===== src/rtl/i2cseq_pkg.sv =====
package i2cseq_pkg;
  localparam logic [15:0] OFF_SETUP  = 16'h0010;
  localparam logic [15:0] OFF_BUF    = 16'h0008;
  localparam logic [15:0] OFF_CTL    = 16'h0020;
  localparam logic [15:0] OFF_CTL_OR = 16'h2020;
  localparam logic [15:0] OFF_STAT   = 16'h0070;

  localparam logic [31:0] START_BIT  = 32'h0000_0002;
  localparam logic [31:0] STAT_MASK  = 32'h0000_0A76;

  localparam logic [31:0] ADR_RD_BASE = 32'h0001_0000;
  localparam logic [31:0] ADR_WR_BASE = 32'h4001_0000;
  localparam logic [31:0] DIR_RD_BASE = 32'h1001_0000;
  localparam logic [31:0] DIR_WR_BASE = 32'h6001_0000;

  localparam logic [7:0] TYPE_ADDRESSED = 8'd2;
  localparam logic [7:0] TYPE_DIRECT    = 8'd4;

  typedef enum logic [3:0] {
    ST_IDLE, ST_SETUP, ST_BUFW, ST_START,
    ST_CTL_WAIT, ST_CTL_RD, ST_STAT_WAIT, ST_STAT_RD,
    ST_BUF_RD, ST_DONE
  } seq_state_e;

  function automatic logic [31:0] byte_rev(input logic [31:0] w);
    return {w[7:0], w[15:8], w[23:16], w[31:24]};
  endfunction
endpackage


===== src/rtl/i2cseq_word_build.sv =====
module i2cseq_word_build
  import i2cseq_pkg::*;
(
  input  logic        write_i,
  input  logic [7:0]  ctl_type_i,
  input  logic [7:0]  dev_addr_i,
  input  logic [7:0]  index_i,
  input  logic [7:0]  wdata_i,
  output logic [31:0] setup_o,
  output logic [31:0] buf_o,
  output logic        type_ok_o
);
  logic [7:0] dev_shift;
  assign dev_shift = {1'b0, dev_addr_i[7:1]};

  always_comb begin
    setup_o   = '0;
    type_ok_o = 1'b1;
    unique case (ctl_type_i)
      TYPE_ADDRESSED: setup_o = (write_i ? ADR_WR_BASE : ADR_RD_BASE)
                                | {16'h0, dev_shift, index_i};
      TYPE_DIRECT:    setup_o = (write_i ? DIR_WR_BASE : DIR_RD_BASE)
                                | {16'h0, index_i, 8'h00};
      default:        type_ok_o = 1'b0;
    endcase
  end

  assign buf_o = write_i ? {24'h0, wdata_i} : 32'h0;
endmodule


===== src/rtl/i2cseq_poll_ctr.sv =====
module i2cseq_poll_ctr #(
  parameter int unsigned WAIT_CYC  = 500000,
  parameter int unsigned MAX_TRIES = 60
) (
  input  logic clk_i,
  input  logic rst_ni,
  input  logic restart_i,
  input  logic wait_en_i,
  input  logic fail_i,
  output logic wait_done_o,
  output logic last_try_o
);
  localparam int unsigned WAIT_W = $clog2(WAIT_CYC + 1);
  localparam int unsigned TRY_W  = $clog2(MAX_TRIES + 1);
  localparam logic [WAIT_W-1:0] WAIT_LAST = WAIT_W'(WAIT_CYC - 1);
  localparam logic [TRY_W-1:0]  TRY_LAST  = TRY_W'(MAX_TRIES - 1);

  logic [WAIT_W-1:0] wait_q;
  logic [TRY_W-1:0]  tries_q;

  assign wait_done_o = wait_en_i && (wait_q == WAIT_LAST);
  assign last_try_o  = (tries_q == TRY_LAST);

  always_ff @(posedge clk_i or negedge rst_ni) begin
    if (!rst_ni) begin
      wait_q <= '0;
    end else if (restart_i || wait_done_o) begin
      wait_q <= '0;
    end else if (wait_en_i) begin
      wait_q <= wait_q + 1'b1;
    end
  end

  always_ff @(posedge clk_i or negedge rst_ni) begin
    if (!rst_ni) begin
      tries_q <= '0;
    end else if (restart_i) begin
      tries_q <= '0;
    end else if (fail_i) begin
      tries_q <= tries_q + 1'b1;
    end
  end
endmodule


===== src/rtl/i2cseq_top.sv =====
module i2cseq_top
  import i2cseq_pkg::*;
#(
  parameter int unsigned WAIT_CYC  = 500000,
  parameter int unsigned MAX_TRIES = 60
) (
  input  logic        clk_i,
  input  logic        rst_ni,
  input  logic        req_valid_i,
  input  logic        req_write_i,
  input  logic [7:0]  ctl_type_i,
  input  logic [7:0]  dev_addr_i,
  input  logic [7:0]  index_i,
  input  logic [7:0]  wdata_i,
  output logic        done_o,
  output logic        err_o,
  output logic [7:0]  rdata_o,
  output logic        bus_valid_o,
  input  logic        bus_ready_i,
  output logic        bus_we_o,
  output logic [15:0] bus_addr_o,
  output logic [31:0] bus_wdata_o,
  input  logic [31:0] bus_rdata_i
);
  seq_state_e  state_q, state_d;
  logic        write_q;
  logic [31:0] setup_q, buf_q;
  logic        err_q;
  logic [7:0]  rdata_q;

  logic [31:0] setup_w, buf_w;
  logic        type_ok;
  logic        xfer, rd_ok, poll_fail, restart, wait_en, wait_done, last_try;
  logic        set_err;
  logic [31:0] rword;

  i2cseq_word_build i_build (
    .write_i   (req_write_i),
    .ctl_type_i(ctl_type_i),
    .dev_addr_i(dev_addr_i),
    .index_i   (index_i),
    .wdata_i   (wdata_i),
    .setup_o   (setup_w),
    .buf_o     (buf_w),
    .type_ok_o (type_ok)
  );

  i2cseq_poll_ctr #(
    .WAIT_CYC (WAIT_CYC),
    .MAX_TRIES(MAX_TRIES)
  ) i_poll (
    .clk_i      (clk_i),
    .rst_ni     (rst_ni),
    .restart_i  (restart),
    .wait_en_i  (wait_en),
    .fail_i     (poll_fail),
    .wait_done_o(wait_done),
    .last_try_o (last_try)
  );

  // Bus request decode
  always_comb begin
    bus_valid_o = 1'b1;
    bus_we_o    = 1'b0;
    bus_addr_o  = '0;
    bus_wdata_o = '0;
    unique case (state_q)
      ST_SETUP:   begin bus_we_o = 1'b1; bus_addr_o = OFF_SETUP;  bus_wdata_o = byte_rev(setup_q); end
      ST_BUFW:    begin bus_we_o = 1'b1; bus_addr_o = OFF_BUF;    bus_wdata_o = byte_rev(buf_q); end
      ST_START:   begin bus_we_o = 1'b1; bus_addr_o = OFF_CTL_OR; bus_wdata_o = byte_rev(START_BIT); end
      ST_CTL_RD:  bus_addr_o = OFF_CTL;
      ST_STAT_RD: bus_addr_o = OFF_STAT;
      ST_BUF_RD:  bus_addr_o = OFF_BUF;
      default:    bus_valid_o = 1'b0;
    endcase
  end

  assign xfer  = bus_valid_o && bus_ready_i;
  assign rword = byte_rev(bus_rdata_i);
  assign rd_ok = (state_q == ST_CTL_RD) ? ((rword & START_BIT) == '0)
                                        : ((rword & STAT_MASK) == '0);
  assign wait_en = (state_q == ST_CTL_WAIT) || (state_q == ST_STAT_WAIT);

  always_comb begin
    state_d   = state_q;
    restart   = 1'b0;
    poll_fail = 1'b0;
    set_err   = 1'b0;
    unique case (state_q)
      ST_IDLE:
        if (req_valid_i) begin
          state_d = type_ok ? ST_SETUP : ST_DONE;
          set_err = !type_ok;
        end
      ST_SETUP: if (xfer) state_d = ST_BUFW;
      ST_BUFW:  if (xfer) state_d = ST_START;
      ST_START:
        if (xfer) begin
          state_d = ST_CTL_WAIT;
          restart = 1'b1;
        end
      ST_CTL_WAIT: if (wait_done) state_d = ST_CTL_RD;
      ST_CTL_RD:
        if (xfer) begin
          if (rd_ok) begin
            state_d = ST_STAT_WAIT;
            restart = 1'b1;
          end else if (last_try) begin
            set_err = 1'b1;
            // Writes still run the status poll after a control timeout
            state_d = write_q ? ST_STAT_WAIT : ST_DONE;
            restart = 1'b1;
          end else begin
            state_d   = ST_CTL_WAIT;
            poll_fail = 1'b1;
          end
        end
      ST_STAT_WAIT: if (wait_done) state_d = ST_STAT_RD;
      ST_STAT_RD:
        if (xfer) begin
          if (rd_ok) begin
            state_d = write_q ? ST_DONE : ST_BUF_RD;
          end else if (last_try) begin
            set_err = 1'b1;
            state_d = ST_DONE;
          end else begin
            state_d   = ST_STAT_WAIT;
            poll_fail = 1'b1;
          end
        end
      ST_BUF_RD: if (xfer) state_d = ST_DONE;
      ST_DONE:   state_d = ST_IDLE;
      default:   state_d = ST_IDLE;
    endcase
  end

  always_ff @(posedge clk_i or negedge rst_ni) begin
    if (!rst_ni) begin
      state_q <= ST_IDLE;
      write_q <= 1'b0;
      setup_q <= '0;
      buf_q   <= '0;
      err_q   <= 1'b0;
      rdata_q <= '0;
    end else begin
      state_q <= state_d;
      if (state_q == ST_IDLE && req_valid_i) begin
        write_q <= req_write_i;
        setup_q <= setup_w;
        buf_q   <= buf_w;
        err_q   <= set_err;
        rdata_q <= '0;
      end else if (set_err) begin
        err_q <= 1'b1;
      end
      if (state_q == ST_BUF_RD && xfer) rdata_q <= rword[7:0];
    end
  end

  assign done_o  = (state_q == ST_DONE);
  assign err_o   = err_q;
  assign rdata_o = rdata_q;
endmodule


===== config.mk =====
export PLATFORM = sky130hd
export DESIGN_NAME = i2cseq_top
export DESIGN_NICKNAME = d
export VERILOG_FILES = /design/src/rtl/i2cseq_pkg.sv /design/src/rtl/i2cseq_word_build.sv /design/src/rtl/i2cseq_poll_ctr.sv /design/src/rtl/i2cseq_top.sv
export SDC_FILE = /design/constraint.sdc
export NUM_CORES = 1
export LEC_CHECK = 0
export BUFFER_PORTS_ARGS = -buffer_cell sky130_fd_sc_hd__clkbuf_2
export CORE_MARGIN = 1.5
export CORE_UTILIZATION = 25
export CTS_CLUSTER_DIAMETER = 40
export DETAILED_ROUTE_END_ITERATION = 10
export HOLD_SLACK_MARGIN = 0.12
export MAX_ROUTING_LAYER = met4
export PLACE_DENSITY_LB_ADDON = 0.08
export SLEW_MARGIN = 20
export SYNTH_ARGS = -nofsm -noshare
export SYNTH_HDL_FRONTEND = slang
export SYNTH_HIERARCHICAL = 1
export SYNTH_SLANG_ARGS = --single-unit

===== constraint.sdc =====
create_clock -name clk_i -period 5.1 [get_ports clk_i]
set_input_delay 0.765 -clock clk_i [delete_from_list [all_inputs] [get_ports clk_i]]
set_output_delay 0.765 -clock clk_i [all_outputs]
set_load 0.05 [all_outputs]

==> results of run 1 <==
-- registers in the layout, summed over array words and instances (netlist names) --
| name | cells |
|---|---|
| err_o | 1 |
| i_poll/wait_q | 19 |
| state_q | 4 |
| buf_q | 32 |
| i_poll/tries_q | 6 |
| setup_q | 32 |
| write_q | 1 |
| rdata_o | 8 |
-- layout by cell type (no fill, tap or decap), types with 3 or more instances in the layout --
master	count
dfrtp_1	103
clkbuf_2	93
mux2_2	65
conb_1	47
a22o_1	38
nor2_1	36
a21oi_1	17
nor3_1	14
nand2_1	14
inv_1	14
nand3b_1	14
nand4_1	11
xor2_1	11
o21ai_0	10
nand3_1	9
clkbuf_16	9
xnor2_1	8
and2_1	8
or3_1	7
nor4_1	7
a211oi_1	7
nor2b_1	6
nand2b_1	4
or2_2	3
nor2_4	3
or4_4	3
and3_1	3
o22ai_1	3
inv_6	3
buf_4	3
-- final timing paths --
check | start | cells after the start | end
max | state_q[0] | 4 | bus_wdata_o[6]
min | rst_ni | 1 | i_poll/tries_q[5]
max reg2reg | state_q[2] | 10 | state_q[1]
min reg2reg | rdata_o[2] | 1 | rdata_o[2]
max in group asynchronous | rst_ni | 2 | i_poll/wait_q[12]
min in group clk_i | rdata_o[2] | 1 | rdata_o[2]
-- routing by layer --
metal,share of wire [%],routed length (µm)
met5,0,0
met4,0.99,140
met3,3.3,463
met2,51,7210
met1,45,6370
-- power groups by stage --
| stage | sequential, mW | combinational, mW | clock (mW) |
|---|---|---|---|
| after floorplan | 1.28 | 1.21 | 0 |
| after global placement | 1.28 | 1.49 | 0 |
| after detailed placement | 1.30 | 1.50 | 0 |
| after CTS | 1.28 | 1.51 | 0.833 |
| after global routing | 1.32 | 1.61 | 0.862 |
| final | 1.28 | 1.48 | 0.798 |
-- cells by family after synthesis --
group,Yosys count,synth area share [%]
compound gates,87,12.0
xor+xnor,19,2.90
fa+ha+maj,2,0.435
buf+inv,94,10.8
flops,103,44.9
mux,68,13.3
other cells,2,0.131
simple gates,155,15.6
-- worst reg2reg max path: stages, from the launching register on --
cell	delay, ns
dfrtp_1	0.70
or2b_4	0.38
nor2_1	0.42
and4_2	0.39
nand3_1	0.17
nor3_1	0.30
inv_1	0.14
a21oi_1	0.15
or3_1	0.14
nand2_1	0.10
o21ai_0	0.19
-- through the flow --
step,hold slack [ns],setup slack [ns],std cells
5_1_grt,0.518,1.33,892
2_1_floorplan,0.469,2.11,575
4_1_cts,0.511,1.41,892
3_3_place_gp,0.485,1.78,876
3_5_place_dp,0.486,1.80,876
6_report,0.490,1.46,892
-- synth_stat cells (8+ instances only) --
| master | number |
|---|---|
| buf_6 | 8 |
| buf_2 | 19 |
| a22o_1 | 38 |
| xnor2_1 | 8 |
| and2_1 | 8 |
| xor2_1 | 11 |
| nor3_1 | 14 |
| dfrtp_1 | 103 |
| inv_1 | 14 |
| nand4_1 | 11 |
| mux2_2 | 65 |
| nand3_1 | 9 |
| buf_4 | 48 |
| nor2_1 | 38 |
| nand2_1 | 14 |
| nand3b_1 | 14 |
| a21oi_1 | 17 |
| o21ai_0 | 10 |
-- layout make-up --
class	count	area (µm²)	area share, %
Multi-Input combinational cell	378	2740	41.9
Sequential cell	103	2580	39.3
Timing Repair Buffer	96	488	7.45
Tap cell	285	357	5.44
Clock buffer	9	225	3.44
Clock inverter	7	109	1.66
Inverter	14	52.6	0.802
==> impl_table.tex, run 1 <==
\begin{tabular}{lr}
\hline
Metric & Value \\
\hline
\multicolumn{2}{l}{\textbf{STA}} \\
\quad Summed negative setup slack over all endpoints & 0 ns \\
\quad Finish-stage setup viols & 0 \\
\quad Slew @ Worst Pin & just over 1 ns \\
\quad Worst Skew & 0.0124 ns \\
\quad Total count of hold-check failures in the final report & 0 \\
\quad Count of pins over their slew limit & 0 \\
\quad Unrepaired setup endpoints after global routing & no \\
\quad Slew HR & between 30\% and 40\% \\
\quad Timing-limited maximum frequency & around 270 MHz \\
\quad Tmin final & 3.64 ns \\
\quad Post-route fraction of the period consumed by the critical path & 71.4\% \\
\multicolumn{2}{l}{\textbf{Logic synthesis}} \\
\quad Cell area after synthesis & around 5700 µm² \\
\quad Post-synth EDFFs & 0 \\
\quad Number of distinct standard cells referenced by the synthesized netlist & 56 \\
\quad Part of the Yosys area used for sequential elements & between 40 and 50\% \\
\quad Asr flop ratio synth & 100\% \\
\quad Most area-hungry cell type in the Yosys netlist & dfrtp\_1 \\
\quad Synthesized instance count & 530 \\
\quad Top flip-flop cell by instance count after synthesis & dfrtp\_1 \\
\quad Top cells by area, synth & dfrtp\_1 45\%, mux2\_2 13\%, buf\_4 6.3\% \\
\quad Post-synth top area share & between 40 and 50\% \\
\quad Register bit count reported by yosys & a little over 100 \\
\quad Syn. warnings & 6 \\
\quad Mean area per synthesized cell & roughly 11 µm² \\
\multicolumn{2}{l}{\textbf{Critical path}} \\
\quad Crit path max-delay family & simple AND/OR/NAND/NOR gates \\
\quad Crit Path Class & reg -> out \\
\quad Master of the slowest instance on the critical path & dfrtp\_1 \\
\quad Largest driver fanout on the critical path & 31 \\
\quad Data arrival at the endpoint of the critical path & roughly 2.9 ns \\
\quad Number of buffer and inverter stages on the critical path & 1 \\
\quad Nature of the critical path startpoint & flop \\
\quad Worst path required time & 4.34 ns \\
\quad Crit path largest cell delay & 0.78 ns \\
\quad CP cell instances & or2b\_4 > nor2\_4 > a22o\_1 > clkbuf\_2 \\
\quad Slack of the worst reg-to-reg path & 1.94 ns \\
\quad Critical path endpoint category & output port \\
\multicolumn{2}{l}{\textbf{Floorplan}} \\
\quad Vertical die dimension & 155 µm \\
\quad Width of the die & 155 µm \\
\quad Die Outline Area & 23900 µm² \\
\quad Core ar. & roughly 23000 µm² \\
\quad \# IOs & $\sim$130 \\
\quad Starting density of the core & about a quarter \\
\quad Total number of placement rows & 55 \\
\multicolumn{2}{l}{\textbf{GRT}} \\
\quad Aggregate global-route resource usage & about an eighth \\
\quad Largest net degree at the start of global routing & 68 \\
\quad Met1 track demand over resource & about 16\% \\
\quad Fraction of met2 tracks used by global routing & 22.3\% \\
\quad Routing layer with the top usage in global route & met2 \\
\quad Initial antenna violation count & 0 \\
\quad GRT met3 Usage & about 2.4\% \\
\quad Vias in the first global route & between 4000 and 5000 \\
\quad Global route total overflow & 0 \\
\quad Wire length of the first global-routing pass & 23.4 mm \\
\multicolumn{2}{l}{\textbf{Detailed routing}} \\
\quad Residual DRC & 0 \\
\quad Wire length per cell & 15.9 µm \\
\quad Remaining number of nets flagged by the antenna check after routing & 0 \\
\quad Routed wire length & $\sim$14 mm \\
\quad Vias after detailed routing & roughly 4100 \\
\quad DR vias/cell & $\sim$4.6 \\
\quad Number of optimization iterations in the first detailed-route pass & 4 \\
\quad Drt first-iter violations & $\sim$150 \\
\multicolumn{2}{l}{\textbf{Power and ir drop}} \\
\quad Clock share of power & between 20 and 25\% \\
\quad Largest vdd supply drop & 0.000163 V \\
\quad P\_leak & 3.02 nW \\
\quad PD cells & around 540 nW/µm² \\
\quad Portion of total power attributed to combinational logic & around two fifths \\
\quad Overall power of the completed layout & 3.56 mW \\
\quad Switching part of the total power & 43.2\% \\
\quad Relative contribution of sequential cells to total power & 35.9\% \\
\quad Cell-internal power & 2.02 mW \\
\quad P\_sw & approximately 1.5 mW \\
\multicolumn{2}{l}{\textbf{Finish}} \\
\quad Proportion of layout cells with a drive suffix above 1 & between 30\% and 40\% \\
\quad ANT cells & 0 \\
\quad Synthesis-to-layout area growth & 14.0\% \\
\quad Final standard cell utilization of the core & between 20\% and 30\% \\
\quad Nets@finish & just under 700 \\
\quad Filler instances & between 2000 and 2500 \\
\quad Cell area after layout & between 6000 and 7000 µm² \\
\multicolumn{2}{l}{\textbf{Clock network}} \\
\quad Maximum level of the CTS H-tree & 3 \\
\quad CTS Buffer Depth & 2 \\
\quad Setup bufs post-CTS & 0 \\
\quad Clock tree from TritonCTS & built \\
\quad Resize count post-CTS & 0 \\
\quad Cell at the root of the clock tree & clkbuf\_16 \\
\quad Insertion delay of the later-clocked pin in the worst-skew pair & $\sim$0.36 ns \\
\quad Number of hold-repair buffers added at the cts stage & 0 \\
\quad Number of clock sinks & approximately 100 \\
\quad Clk slew on worst S/H paths & 0.08 ns \\
\quad CTS Buf Count & 9 \\
\multicolumn{2}{l}{\textbf{Outcome}} \\
\quad Status & completed \\
\multicolumn{2}{l}{\textbf{Place}} \\
\quad HPWL after DPL & 9.61 mm \\
\quad Buffers on Ports & between 90 and 100 \\
\quad GP Congestion & a little under 0.8 \\
\quad Post-DP Area & 6220 µm² \\
\multicolumn{2}{l}{\textbf{Run}} \\
\quad Max-capacitance violation count & 0 \\
\multicolumn{2}{l}{\textbf{Min path}} \\
\quad Hold crit path type & in -> async \\
\hline
\end{tabular}
Power figures use the tool's default switching activity.
==> run 2: changes to the inputs <==
Clock period 5.1 ns to 3.73 ns, I/O delays scaled along.
==> run 2 against run 1 <==
Compared with the run above:
- critical path depth increased by 1
- routed wire length increased by 0.71%
- register-to-register slack got worse by 1.0 ns
- combinational power increased by 44%
- clock skew decreased by 0.0058 ns
- total power increased by 34%
- sequential share of layout area decreased by 0.17 points
- first-iteration DRC count increased by 23%
- critical path type unchanged
- largest power group unchanged
==> impl_table.tex, run 2 (synthesized netlist as in run 1, its figures left out) <==
\begin{tabular}{lr}
\hline
Metric & Value \\
\hline
\multicolumn{2}{l}{\textbf{Finish}} \\
\quad Most frequent standard cell in the layout excluding fill and tap cells & dfrtp\_1 \\
\quad Synthesis-to-layout area growth & 14.5\% \\
\quad Sequential cell area & between 2000 and 3000 µm² \\
\quad Filler instances & approximately 2400 \\
\quad ANT cells & 0 \\
\quad Nets@finish & about 700 \\
\quad Registers with the most flip-flops & buf\_q x32, setup\_q x32, i\_poll/wait\_q x19 \\
\quad Proportion of layout cells with a drive suffix above 1 & approximately 34\% \\
\quad Multi-input combinational cell area & 2740 µm² \\
\quad Leading cell types in the layout, fill and taps excluded & 103 x dfrtp\_1, 93 x clkbuf\_2, 65 x mux2\_2 \\
\multicolumn{2}{l}{\textbf{Power and ir drop}} \\
\quad Largest vdd supply drop & between 0.00015 and 0.0002 V \\
\quad Portion of total power attributed to combinational logic & between 40\% and 50\% \\
\quad Relative contribution of sequential cells to total power & between 30\% and 40\% \\
\quad PD cells & approximately 720 nW/µm² \\
\quad P\_sw & approximately 2.1 mW \\
\quad Clock share of power & between 10\% and 20\% \\
\quad P\_leak & around 3 nW \\
\quad Switching part of the total power & $\sim$44\% \\
\quad Cell-internal power & 2.66 mW \\
\multicolumn{2}{l}{\textbf{Clock network}} \\
\quad Number of hold-repair buffers added at the cts stage & 0 \\
\quad Clock tree from TritonCTS & built \\
\quad Resize count post-CTS & 0 \\
\quad Cell at the root of the clock tree & clkbuf\_16 \\
\quad Maximum level of the CTS H-tree & 3 \\
\quad CTS Buffer Depth & 2 \\
\quad Insertion delay of the later-clocked pin in the worst-skew pair & between 0.3 and 0.4 ns \\
\quad Number of clock sinks & between 100 and 150 \\
\quad Clk slew on worst S/H paths & around 0.070 ns \\
\quad CTS Buf Count & 9 \\
\quad Setup bufs post-CTS & 0 \\
\multicolumn{2}{l}{\textbf{Outcome}} \\
\quad Status & completed \\
\multicolumn{2}{l}{\textbf{Place}} \\
\quad Minimum setup slack after placement & 0.945 ns \\
\quad GP Congestion & 0.808 \\
\quad HPWL after DPL & slightly below 10 mm \\
\quad Buffers on Ports & 94 \\
\multicolumn{2}{l}{\textbf{STA}} \\
\quad Post-Route Hold Slack & 0.344 ns \\
\quad Timing-limited maximum frequency & 326 MHz \\
\quad Post-route fraction of the period consumed by the critical path & around 80\% \\
\quad Least setup slack across all paths after layout & about 0.66 ns \\
\quad Count of pins over their slew limit & 0 \\
\quad Slew HR & about a third \\
\quad Unrepaired setup endpoints after global routing & no \\
\quad Slew @ Worst Pin & between 0.9 and 1 ns \\
\quad Total count of hold-check failures in the final report & 0 \\
\quad Tmin final & 3.07 ns \\
\quad Summed negative setup slack over all endpoints & 0 ns \\
\quad Worst Skew & around 0.0066 ns \\
\quad Finish-stage setup viols & 0 \\
\multicolumn{2}{l}{\textbf{Critical path}} \\
\quad Largest driver fanout on the critical path & 31 \\
\quad Crit Path Class & reg -> out \\
\quad Critical path endpoint category & output port \\
\quad Worst path required time & roughly 3.2 ns \\
\quad Nature of the critical path startpoint & flop \\
\quad R2r startpoint & state\_q[3] \\
\quad Data arrival at the endpoint of the critical path & between 2 and 3 ns \\
\quad Source of the critical timing path & state\_q[3] \\
\multicolumn{2}{l}{\textbf{Detailed routing}} \\
\quad DR vias/cell & 4.52 \\
\quad Number of optimization iterations in the first detailed-route pass & 4 \\
\quad Vias after detailed routing & 4077 \\
\quad Remaining number of nets flagged by the antenna check after routing & 0 \\
\quad Routed wire length & roughly 14 mm \\
\quad Drt first-iter violations & around 180 \\
\quad Residual DRC & 0 \\
\quad Wire length per cell & between 15 and 20 µm \\
\multicolumn{2}{l}{\textbf{Floorplan}} \\
\quad Total number of placement rows & 55 \\
\quad Core ar. & about 23000 µm² \\
\quad \# IOs & about 130 \\
\quad Starting density of the core & around a quarter \\
\quad Vertical die dimension & 155 µm \\
\quad Width of the die & about 150 µm \\
\quad Die Outline Area & between 20000 and 25000 µm² \\
\multicolumn{2}{l}{\textbf{Min path}} \\
\quad Hold crit path type & in -> async \\
\multicolumn{2}{l}{\textbf{Run}} \\
\quad Max-capacitance violation count & 0 \\
\multicolumn{2}{l}{\textbf{GRT}} \\
\quad Largest net degree at the start of global routing & 73 \\
\quad Global route total overflow & 0 \\
\quad Initial antenna violation count & 0 \\
\quad Aggregate global-route resource usage & 13.1\% \\
\quad Vias in the first global route & around 4300 \\
\quad Wire length of the first global-routing pass & about 24 mm \\
\hline
\end{tabular}
[run 2: area by class of cell]
| class | count | share of cell area, % |
|---|---|---|
| sequential | 103 | 39.2 |
| tap | 285 | 5.42 |
| multi-input combinational | 378 | 41.7 |
| timing repair buffer | 106 | 8.56 |
| inverter | 14 | 0.799 |
| clock buffer | 9 | 3.42 |
| clock inverter | 7 | 0.951 |
[run 2: worst paths after layout]
kind,end,slack (ns),cells past startpoint
worst max-delay path,bus_wdata_o[6],0.66,5
worst min-delay path,i_poll/tries_q[5],0.34,1
worst max register to register,state_q[1],0.90,11
worst min register to register,rdata_o[5],0.50,1
max in group asynchronous,buf_q[6],2.56,2
min in group clk_i,rdata_o[3],0.44,2
[run 2: critical path: stages (launching register included)]
cell      delay (ns)
dfrtp_1         0.59
or2_2           0.49
nor2_4          0.12
buf_4           0.39
a22o_1          0.25
clkbuf_2        0.28
[run 2: power by group through the flow]
stage | Combinational [mW] | Sequential [mW] | Clock, mW
2_1_floorplan | 1.65 | 1.75 | 0
3_3_place_gp | 2.15 | 1.70 | 0
3_5_place_dp | 2.17 | 1.72 | 0
4_1_cts | 2.18 | 1.70 | 0.983
5_1_grt | 2.32 | 1.75 | 1.03
6_report | 2.13 | 1.69 | 0.938
[run 2: routing by layer]
metal | part of all wire, % | GRT usage, %
met5 | 0 | -
met4 | 1.5 | 3.85
met3 | 3.4 | 2.55
met2 | 50 | 22.0
met1 | 45 | 16.0
[run 2: through the flow]
step	util [%]	cell area (µm²)	instances	power [mW]
after CTS	29.2	6580	902	4.86
after global placement	27.9	6290	886	3.85
after global routing	29.2	6580	902	5.10
final	29.2	6580	902	4.77
after floorplan	-	5920	575	3.40
after detailed placement	27.9	6290	886	3.89
